--- config.mk ---
export PLATFORM = sky130hd
export DESIGN_NAME = sat_input_responder
export DESIGN_NICKNAME = d
export VERILOG_FILES = /design/src/rtl/sir_pkg.sv /design/src/rtl/sir_timebase.sv /design/src/rtl/sir_ovf_track.sv /design/src/rtl/sir_ctrl.sv /design/src/rtl/sat_input_responder.sv
export SDC_FILE = /design/constraint.sdc
export NUM_CORES = 1
export LEC_CHECK = 0
export CAP_MARGIN = 15
export CORE_ASPECT_RATIO = 2
export CORE_MARGIN = 2
export CORE_UTILIZATION = 50
export CTS_BUF_LIST = sky130_fd_sc_hd__clkbuf_8 sky130_fd_sc_hd__clkbuf_16
export CTS_CLUSTER_DIAMETER = 80
export DETAILED_ROUTE_END_ITERATION = 10
export DONT_BUFFER_PORTS = 1
export SLEW_MARGIN = 20
export SYNTH_ARGS = -nofsm -noshare
export SYNTH_HDL_FRONTEND = slang
export SYNTH_HIERARCHICAL = 1
export SYNTH_SLANG_ARGS = --single-unit
--- constraint.sdc ---
create_clock -name clk -period 3.1 [get_ports clk]
set_input_delay 0.62 -clock clk [delete_from_list [all_inputs] [get_ports clk]]
set_output_delay 0.62 -clock clk [all_outputs]
set_load 0.05 [all_outputs]
--- src/rtl/sir_pkg.sv ---
package sir_pkg;
  typedef enum logic [1:0] {
    KIND_NONE     = 2'd0,
    KIND_EVENT    = 2'd1,
    KIND_TIMEOUT  = 2'd2,
    KIND_OVERFLOW = 2'd3
  } rep_kind_e;

  typedef enum logic [1:0] {
    ST_IDLE  = 2'd0,
    ST_WAIT  = 2'd1,
    ST_REPLY = 2'd2
  } ctrl_state_e;
endpackage

--- src/rtl/sir_timebase.sv ---
module sir_timebase #(
  parameter int TS_W = 32
) (
  input  logic            clk,
  input  logic            rst,
  input  logic            sync_valid,
  input  logic [TS_W-1:0] sync_ts,
  output logic [TS_W-1:0] now_ts
);
  logic [TS_W-1:0] now_q;
  logic            loaded_q;

  always_ff @(posedge clk) begin
    if (rst) begin
      now_q    <= '0;
      loaded_q <= 1'b0;
    end else if (sync_valid) begin
      now_q    <= sync_ts;
      loaded_q <= 1'b1;
    end else if (loaded_q) begin
      now_q    <= now_q + TS_W'(1);
    end
  end

  assign now_ts = now_q;

  AST_TS_LOAD: assert property (@(posedge clk) disable iff (rst)
    sync_valid |=> now_q == $past(sync_ts));
  AST_TS_STEP: assert property (@(posedge clk) disable iff (rst)
    (loaded_q && !sync_valid) |=> now_q == $past(now_q) + TS_W'(1));
  AST_TS_HOLD: assert property (@(posedge clk) disable iff (rst)
    (!loaded_q && !sync_valid) |=> now_q == '0);
endmodule

--- src/rtl/sir_ovf_track.sv ---
module sir_ovf_track #(
  parameter int NCHAN = 4
) (
  input  logic             clk,
  input  logic             rst,
  input  logic [NCHAN-1:0] ovf_in,
  input  logic [NCHAN-1:0] clr,
  output logic [NCHAN-1:0] pend
);
  for (genvar i = 0; i < NCHAN; i++) begin : g_ch
    logic flag_q;
    always_ff @(posedge clk) begin
      if (rst)            flag_q <= 1'b0;
      else if (ovf_in[i]) flag_q <= 1'b1;
      else if (clr[i])    flag_q <= 1'b0;
    end
    assign pend[i] = flag_q;

    AST_OVF_HOLD: assert property (@(posedge clk) disable iff (rst)
      (flag_q && !clr[i]) |=> flag_q);
    AST_OVF_SET: assert property (@(posedge clk) disable iff (rst)
      ovf_in[i] |=> flag_q);
  end
endmodule

--- src/rtl/sir_ctrl.sv ---
module sir_ctrl
  import sir_pkg::*;
#(
  parameter int NCHAN  = 4,
  parameter int TS_W   = 32,
  parameter int DATA_W = 16,
  localparam int CH_W  = (NCHAN > 1) ? $clog2(NCHAN) : 1
) (
  input  logic                    clk,
  input  logic                    rst,
  input  logic [TS_W-1:0]         now_ts,
  input  logic                    req_valid,
  output logic                    req_ready,
  input  logic [CH_W-1:0]         req_chan,
  input  logic [TS_W-1:0]         req_deadline,
  output logic                    rep_valid,
  input  logic                    rep_ready,
  output logic [1:0]              rep_kind,
  output logic [TS_W-1:0]         rep_ts,
  output logic [DATA_W-1:0]       rep_data,
  input  logic [NCHAN-1:0]        fifo_valid,
  input  logic [NCHAN*TS_W-1:0]   fifo_ts,
  input  logic [NCHAN*DATA_W-1:0] fifo_data,
  input  logic [NCHAN-1:0]        ovf_pend,
  output logic [NCHAN-1:0]        fifo_pop,
  output logic [NCHAN-1:0]        ovf_clr
);
  ctrl_state_e       state_q;
  logic [CH_W-1:0]   chan_q;
  logic [TS_W-1:0]   dl_q;
  logic              rep_valid_q;
  rep_kind_e         rep_kind_q;
  logic [TS_W-1:0]   rep_ts_q;
  logic [DATA_W-1:0] rep_data_q;

  logic              sel_ovf, sel_vld, due;
  logic              take_ovf, take_evt, take_to;
  logic [TS_W-1:0]   sel_ts;
  logic [DATA_W-1:0] sel_data;

  always_comb begin
    sel_ovf  = ovf_pend[chan_q];
    sel_vld  = fifo_valid[chan_q];
    sel_ts   = fifo_ts[int'(chan_q)*TS_W +: TS_W];
    sel_data = fifo_data[int'(chan_q)*DATA_W +: DATA_W];
    due      = now_ts >= dl_q;
    take_ovf = (state_q == ST_WAIT) && sel_ovf;
    take_evt = (state_q == ST_WAIT) && !sel_ovf && sel_vld;
    take_to  = (state_q == ST_WAIT) && !sel_ovf && !sel_vld && due;
    for (int i = 0; i < NCHAN; i++) begin
      fifo_pop[i] = take_evt && (chan_q == CH_W'(i));
      ovf_clr[i]  = take_ovf && (chan_q == CH_W'(i));
    end
  end

  always_ff @(posedge clk) begin
    if (rst) begin
      state_q     <= ST_IDLE;
      chan_q      <= '0;
      dl_q        <= '0;
      rep_valid_q <= 1'b0;
      rep_kind_q  <= KIND_NONE;
      rep_ts_q    <= '0;
      rep_data_q  <= '0;
    end else begin
      case (state_q)
        ST_IDLE: begin
          if (req_valid) begin
            chan_q  <= req_chan;
            dl_q    <= req_deadline;
            state_q <= ST_WAIT;
          end
        end
        ST_WAIT: begin
          if (take_ovf) begin
            rep_kind_q  <= KIND_OVERFLOW;
            rep_ts_q    <= '0;
            rep_data_q  <= '0;
            rep_valid_q <= 1'b1;
            state_q     <= ST_REPLY;
          end else if (take_evt) begin
            rep_kind_q  <= KIND_EVENT;
            rep_ts_q    <= sel_ts;
            rep_data_q  <= sel_data;
            rep_valid_q <= 1'b1;
            state_q     <= ST_REPLY;
          end else if (take_to) begin
            rep_kind_q  <= KIND_TIMEOUT;
            rep_ts_q    <= now_ts;
            rep_data_q  <= '0;
            rep_valid_q <= 1'b1;
            state_q     <= ST_REPLY;
          end
        end
        ST_REPLY: begin
          if (rep_ready) begin
            rep_valid_q <= 1'b0;
            state_q     <= ST_IDLE;
          end
        end
        default: state_q <= ST_IDLE;
      endcase
    end
  end

  assign req_ready = (state_q == ST_IDLE);
  assign rep_valid = rep_valid_q;
  assign rep_kind  = rep_kind_q;
  assign rep_ts    = rep_ts_q;
  assign rep_data  = rep_data_q;

  AST_REPLY_HELD: assert property (@(posedge clk) disable iff (rst)
    (rep_valid_q && !rep_ready) |=> (rep_valid_q && $stable(rep_kind_q) && $stable(rep_ts_q) && $stable(rep_data_q)));
  AST_ONE_OUTSTANDING: assert property (@(posedge clk) disable iff (rst)
    rep_valid_q |-> !req_ready);
  AST_POP_ONEHOT: assert property (@(posedge clk) disable iff (rst)
    $onehot0(fifo_pop));
  AST_POP_NONEMPTY: assert property (@(posedge clk) disable iff (rst)
    (fifo_pop & ~fifo_valid) == '0);
  AST_OVF_NO_POP: assert property (@(posedge clk) disable iff (rst)
    (fifo_pop & ovf_pend) == '0);
  AST_TIMEOUT_DUE: assert property (@(posedge clk) disable iff (rst)
    (rep_valid_q && rep_kind_q == KIND_TIMEOUT) |-> rep_ts_q >= dl_q);
endmodule

--- src/rtl/sat_input_responder.sv ---
module sat_input_responder #(
  parameter int NCHAN  = 4,
  parameter int TS_W   = 32,
  parameter int DATA_W = 16,
  localparam int CH_W  = (NCHAN > 1) ? $clog2(NCHAN) : 1
) (
  input  logic                    clk,
  input  logic                    rst,
  input  logic                    sync_valid,
  input  logic [TS_W-1:0]         sync_ts,
  input  logic                    req_valid,
  output logic                    req_ready,
  input  logic [CH_W-1:0]         req_chan,
  input  logic [TS_W-1:0]         req_deadline,
  output logic                    rep_valid,
  input  logic                    rep_ready,
  output logic [1:0]              rep_kind,
  output logic [TS_W-1:0]         rep_ts,
  output logic [DATA_W-1:0]       rep_data,
  input  logic [NCHAN-1:0]        fifo_valid,
  input  logic [NCHAN*TS_W-1:0]   fifo_ts,
  input  logic [NCHAN*DATA_W-1:0] fifo_data,
  input  logic [NCHAN-1:0]        fifo_ovf,
  output logic [NCHAN-1:0]        fifo_pop
);
  logic [TS_W-1:0]  now_ts;
  logic [NCHAN-1:0] ovf_pend;
  logic [NCHAN-1:0] ovf_clr;

  sir_timebase #(.TS_W(TS_W)) u_timebase (
    .clk        (clk),
    .rst        (rst),
    .sync_valid (sync_valid),
    .sync_ts    (sync_ts),
    .now_ts     (now_ts)
  );

  sir_ovf_track #(.NCHAN(NCHAN)) u_ovf (
    .clk    (clk),
    .rst    (rst),
    .ovf_in (fifo_ovf),
    .clr    (ovf_clr),
    .pend   (ovf_pend)
  );

  sir_ctrl #(.NCHAN(NCHAN), .TS_W(TS_W), .DATA_W(DATA_W)) u_ctrl (
    .clk          (clk),
    .rst          (rst),
    .now_ts       (now_ts),
    .req_valid    (req_valid),
    .req_ready    (req_ready),
    .req_chan     (req_chan),
    .req_deadline (req_deadline),
    .rep_valid    (rep_valid),
    .rep_ready    (rep_ready),
    .rep_kind     (rep_kind),
    .rep_ts       (rep_ts),
    .rep_data     (rep_data),
    .fifo_valid   (fifo_valid),
    .fifo_ts      (fifo_ts),
    .fifo_data    (fifo_data),
    .ovf_pend     (ovf_pend),
    .fifo_pop     (fifo_pop),
    .ovf_clr      (ovf_clr)
  );
endmodule

Word-level counts from Yosys, hierarchy flattened
Index checks and enable logic that the tools add are counted.
- register bits after elaboration: 124
- bits of input ports: 271
- output and inout port bits: 56
- word-level logic and storage cells: 87
- add/sub/neg operators: 1
- $lt $le $gt $ge: 2
- equal/unequal tests: 8
- shift operators: 2
- multiplexer cells: 33
- reduce and logical (&&, ||, !) cells: 28
- operators with widths (cell ; count):
    $mux W32 ; 5
    $shiftx A128 B8 Y32 ; 1
    $shiftx A64 B7 Y16 ; 1
    $mux W16 ; 3
    $add A32 B1 Y32 const B ; 1
    $ge A32 B32 Y1 ; 1
    $mux W1 ; 14
    $mux W2 ; 7
    $logic_and A1 B1 Y1 ; 13
    $reduce_bool A2 Y1 ; 6
    $eq A2 B2 Y1 const B ; 3
    $pmux W2 S3 ; 1
    $reduce_and A3 Y1 ; 2
    $bmux W1 S2 ; 2
    $eq A2 B1 Y1 const B ; 2
    $logic_not A2 Y1 ; 2
    $ne A2 B2 Y1 const B ; 2
    $ne A4 B1 Y1 const B ; 1
    $reduce_and A2 Y1 ; 2
    $lt A2 B3 Y1 const B ; 1
    $reduce_bool A3 Y1 ; 1
    $logic_not A1 Y1 ; 2
    $pmux W1 S2 ; 1

Longest topological paths before layout
- depth after elaboration: 10
- depth in mapped cells: 11
- mapped depth without buffers: 9

Hierarchy
Netlist, hierarchy kept.
- modules (own cells, without submodules) (module ; instances ; cells an instance ; area an instance (sq um) ; sequential area each (sq um)):
    sir_ctrl ; 1 ; 601 ; 5665.4 ; 1741.7
    sir_timebase ; 1 ; 242 ; 1931.9 ; 660.6
    sir_ovf_track ; 1 ; 20 ; 170.2 ; 80.1

Least setup slack after synthesis
Ideal clock, no wire load.
- path type: register -> output
- start: register u_ctrl.chan_q[0]
- end: output port fifo_pop[0]
- arrival time: 2.489 ns
- required time: 2.480 ns
- path slack: -0.009 ns
- cell stages (with the launch flop): 6
- path buffers: 1
- path through: dfxtp_1 -> mux4_2 -> nor2b_1 -> nand2_1 -> clkbuf_1 -> nor3_1
- word-level cells in the longest chain between the ends: 6
- elaborated cells between the ends (all ways): 9
- those cells by class: mux: 4; reduce/logical: 5
- RTL lines (item ; line ; RTL):
    from (decl) ; sir_ctrl.sv:29 ; logic [CH_W-1:0] chan_q;
    from (signal assigned) ; sir_ctrl.sv:69 ; chan_q <= req_chan;
    $bmux W1 S2 ; sir_ctrl.sv:42 ; sel_ovf = ovf_pend[chan_q];
    $mux W1 (not written as such) ; sir_ctrl.sv:42 ;
    $logic_not A1 Y1 ; sir_ctrl.sv:48 ; take_evt = (state_q == ST_WAIT) && !sel_ovf && sel_vld;
    $logic_and A1 B1 Y1 (2 in series) ; sir_ctrl.sv:48 ;
    $logic_and A1 B1 Y1 (*) ; sir_ctrl.sv:51 ; fifo_pop[i] = take_evt && (chan_q == CH_W'(i));
    to (decl) ; sat_input_responder.sv:24 ; output logic [NCHAN-1:0] fifo_pop
Every way passes the cells marked *; elsewhere a longest branch is shown, timed or not. The select of a mux whose other input is x is not followed.

Final worst setup path
- start: register u_timebase.now_q[29], in the netlist u_timebase/now_ts[29]
- end: register u_ctrl.rep_ts_q[22], in the netlist u_ctrl/rep_ts[22]
- word-level cells in the longest chain between the ends: 4
- RTL lines (item ; line ; RTL):
    from (decl) ; sir_timebase.sv:10 ; logic [TS_W-1:0] now_q;
    from (signal assigned) ; sir_timebase.sv:18 ; now_q <= sync_ts;
    from (signal assigned) ; sir_timebase.sv:21 ; now_q <= now_q + TS_W'(1);
    $ge A32 B32 Y1 ; sir_ctrl.sv:46 ; due = now_ts >= dl_q;
    $logic_and A1 B1 Y1 ; sir_ctrl.sv:49 ; take_to = (state_q == ST_WAIT) && !sel_ovf && !sel_vld && due;
    $reduce_bool A3 Y1 (no line) ; - ;
    $reduce_and A2 Y1 (no line) ; - ;
    to (signal assigned) ; sir_ctrl.sv:83 ; rep_ts_q <= sel_ts;
    to (signal assigned) ; sir_ctrl.sv:89 ; rep_ts_q <= now_ts;
    to (decl) ; sir_ctrl.sv:33 ; logic [TS_W-1:0] rep_ts_q;
Every way passes these cells.
A chain may end at the register's enable or synchronous reset.

==> metrics.yaml <==
run_status:
  outcome: "complete, no violations"
cells_and_area:
  multiInputGateArea_mm2: 0.00480
  seqCellArea_mm2: 0.00249
  syn_to_final_growth_pct: 9.87
  drive_gt1_frac: 0.176
  nFillCells: 1383
  diodes: 0
  fin_nets: 1152
yosys:
  synth_top_family_by_area: "simple AND/OR/NAND/NOR gates"
  ys_warn_count: 6
  synthArstFlopShare: 0
  synthSimpleGateAreaFrac: 0.212
  ys.flop_type: "dfxtp_1"
  yosysMostFrequentCell: "nand2_1"
  synth-edff-count: 0
  muxShareOfSynthArea: 0.150
  synthCells: 863
  synth_top_area_share: 0.320
  ys_ff_latch: 124
  ys_seq_area_frac: 0.320
  synth.distinct_cells: 56
  synth_top_cells_by_count: "nand2_1 (135), dfxtp_1 (124), nor2_1 (75), a21oi_1 (53), inv_1 (52)"
  yosys-top-cells-area: "dfxtp_1 (32%), mux4_2 (15%), nand2_1 (6.5%)"
  synth-compound-area-share: 0.184
  synth_adder_area_share: 0.0580
  syn_nets: 1170
  yosysTopAreaCell: "dfxtp_1"
  synth.avg_cell_area_um2: 9.00
  yosys.area_share.xor_xnor: 0.0124
  syn-cell-area_mm2: 0.00777
route:
  routed_via_density: 6.47
  ant_nets: 0
  wl_per_cell_um: 22.5
  wirelength_um: 23700
  vias: 6834
  dr.first_iter.drc_count: 407
  drt-pass1-iter-count: 5
  post-route-drc-count: 0
floorplan:
  die_y_um: 180
  ios: 327
  core_mm2: 0.0152
  num_rows: 64
  start_util: 0.511
  die_w_um: 92.1
  dieArea_mm2: 0.0166
worst_setup_path:
  r2r_cells: 9
  cpLargestDelayFamily: "simple AND/OR/NAND/NOR gates"
  crit_chain: "ha_1, nand4_1, nor3_1, o211a_1, and4_1, o31a_2, buf_4, nor2_1, a311oi_2"
  slowest_delay_ns: 0.41
  worstSetupPathType: "flip-flop to flip-flop"
  worst-path-stages: 9
  worst_setup_path_start_kind: "flip-flop"
  slowest_stage: "dfxtp_1"
  r2r_start: "u_timebase/now_ts[29]$_SDFFE_PP0P_"
  cp_num_buf_inv: 1
  critical_path.max_fanout: 29
  startpoint: "u_timebase/now_ts[29]$_SDFFE_PP0P_"
  crit_arrival_ns: 3.15
  endpoint_kind: "flip-flop"
  cp.required_ns: 3.42
power:
  powerDensity_mw_per_mm2: 785
  peakVddDrop_uv: 426
  leakagePower_nw: 2.94
clock_network:
  clockRootBuffer: "clkbuf_16"
  cts_tree: "yes"
  clk_latency_ns: 0.42
  cts-htree-levels: 4
  cts_inserted_buffers: 17
  cts.sinks: 124
  clk_pin_slew_ns: 0.06
  cts_hold_buf: 0
  cts_max_path_buffers: 2
hold_path:
  hold_depth: 1
  worstHoldPathType: "primary input to flip-flop"
  hp-start: "rst"
global_route:
  track_usage: 0.278
  grt_pass1_vias: 7012
  grt_max_degree: 116
  grt-ovfl-total: 0
  antenna_found_initial: 0
  grt_pass1_wl_um: 36400
placed_design:
  finalWeightedCongestion: 0.897
  hpwl_um: 18500
  preCtsSetupSlack_ns: 0.202
  numPortBuffers: 0
timing:
  rsz0062_at_grt: "no"
  max_clock_freq_mhz: 354
  fin_crit_sh: 0.911
  fin_crit_ns: 2.83
  tightest_slew_ns: 1.02
  fin_tns_setup_ns: 0
  setup_viol: 0
  hold_viol_final: 0
  setup_slack_ns: 0.275
  slew_headroom: 0.316
  maxSlewViolCount: 0
  fin_skew_ns: 0.0107
run:
  maxCapViolations: 0
-- metrics by stage --
stage	power, mW	cells	cell area [um^2]	hold WS [ns]	utilization
3_3_place_gp	4.62	1024	7930	0.441	0.521
4_1_cts	6.74	1056	8530	0.270	0.561
6_report	6.70	1056	8530	0.274	0.561
5_1_grt	7.03	1056	8530	0.263	0.561
2_1_floorplan	4.33	863	7770	0.436	-
3_5_place_dp	4.71	1024	7930	0.443	0.521
-- area by class of cell --
class | count | share of cell area
flip-flops and latches | 124 | 0.291
repair buffers | 27 | 0.0242
clock buffers | 19 | 0.0531
clock inverters | 13 | 0.0174
well taps | 198 | 0.0290
inverters | 52 | 0.0229
multi-input cells | 623 | 0.562
-- flip-flops by register name, indices dropped and copies added (netlist names), 2 cells and up --
name	flops
u_ctrl/rep_kind	2
u_timebase/now_ts	32
u_ctrl/rep_data	16
u_ctrl/state_q	2
u_ovf/g_ch.flag_q	4
u_ctrl/chan_q	2
u_ctrl/dl_q	32
u_ctrl/rep_ts	32
-- power by group --
group          internal (mW)  switching (mW)
Combinational          0.777            1.09
Sequential              1.91           0.918
Clock                   1.29           0.719
-- final timing paths --
kind,to,slack [ns]
min,u_ovf/g_ch[1].flag_q$_SDFFE_PP0P_,0.27
min reg2reg,u_ctrl/dl_q[20]$_SDFFE_PP0P_,0.45
max,u_ctrl/rep_ts[22]$_SDFFE_PP0P_,0.27
max reg2reg,u_ctrl/rep_ts[22]$_SDFFE_PP0P_,0.27
-- cells by family (layout without fill, tap and decap cells) --
kind of cell               count (synthesis)  after routing
and+or+nand+nor                          348            348
AOI/OAI and AO/OA                        175            175
DFF                                      124            124
buffers and inverters                    116            111
muxes                                     53             53
adders and majority gates                 36             36
xor gates and xnor gates                  11             11
-- cells in the final DEF (no fill, tap or decap), types with 3 or more instances in the layout --
master      count
a2111oi_0       7
a211oi_1       14
nor2_1         75
mux4_2         51
and3_1         10
dfxtp_1       122
o21ai_0        12
or4_1           4
xor2_1          4
a22o_1         16
o221ai_1        3
buf_4          26
clkinv_2        5
clkbuf_16      17
a21oi_1        53
nor4_1          9
xnor2_1         7
and4_1          5
ha_1           36
o31ai_1         4
a311oi_2       29
nor3_1          9
inv_1          53
a22oi_1         3
nand4_1        19
a31oi_1         5
nand3_1        41
or3_1           6
nor2b_1         5
nand2_1       135
o211ai_1        3
clkinvlp_4      4
bufinv_16       3
or2_1           3
a311oi_1       16
and2_1          3
nand2b_1       10
-- what timing repair did --
item                                    CTS  global route
endpoints found under the setup margin    0             1
buffers inserted                          0             0
resized for setup                         0             1
-- layer usage --
layer	wire length, um	GRT usage
met5	0	0
met4	737	0.110
met2	12500	0.505
met3	2300	0.0887
met1	8170	0.292
-- worst reg2reg max path: stages (launching register included) --
cell and delay [ns]:
dfxtp_1 0.41, ha_1 0.36, nand4_1 0.14, nor3_1 0.37, o211a_1 0.24, and4_1 0.26
o31a_2 0.23, buf_4 0.36, nor2_1 0.12, a311oi_2 0.26
(Power assumes the default switching activity.)
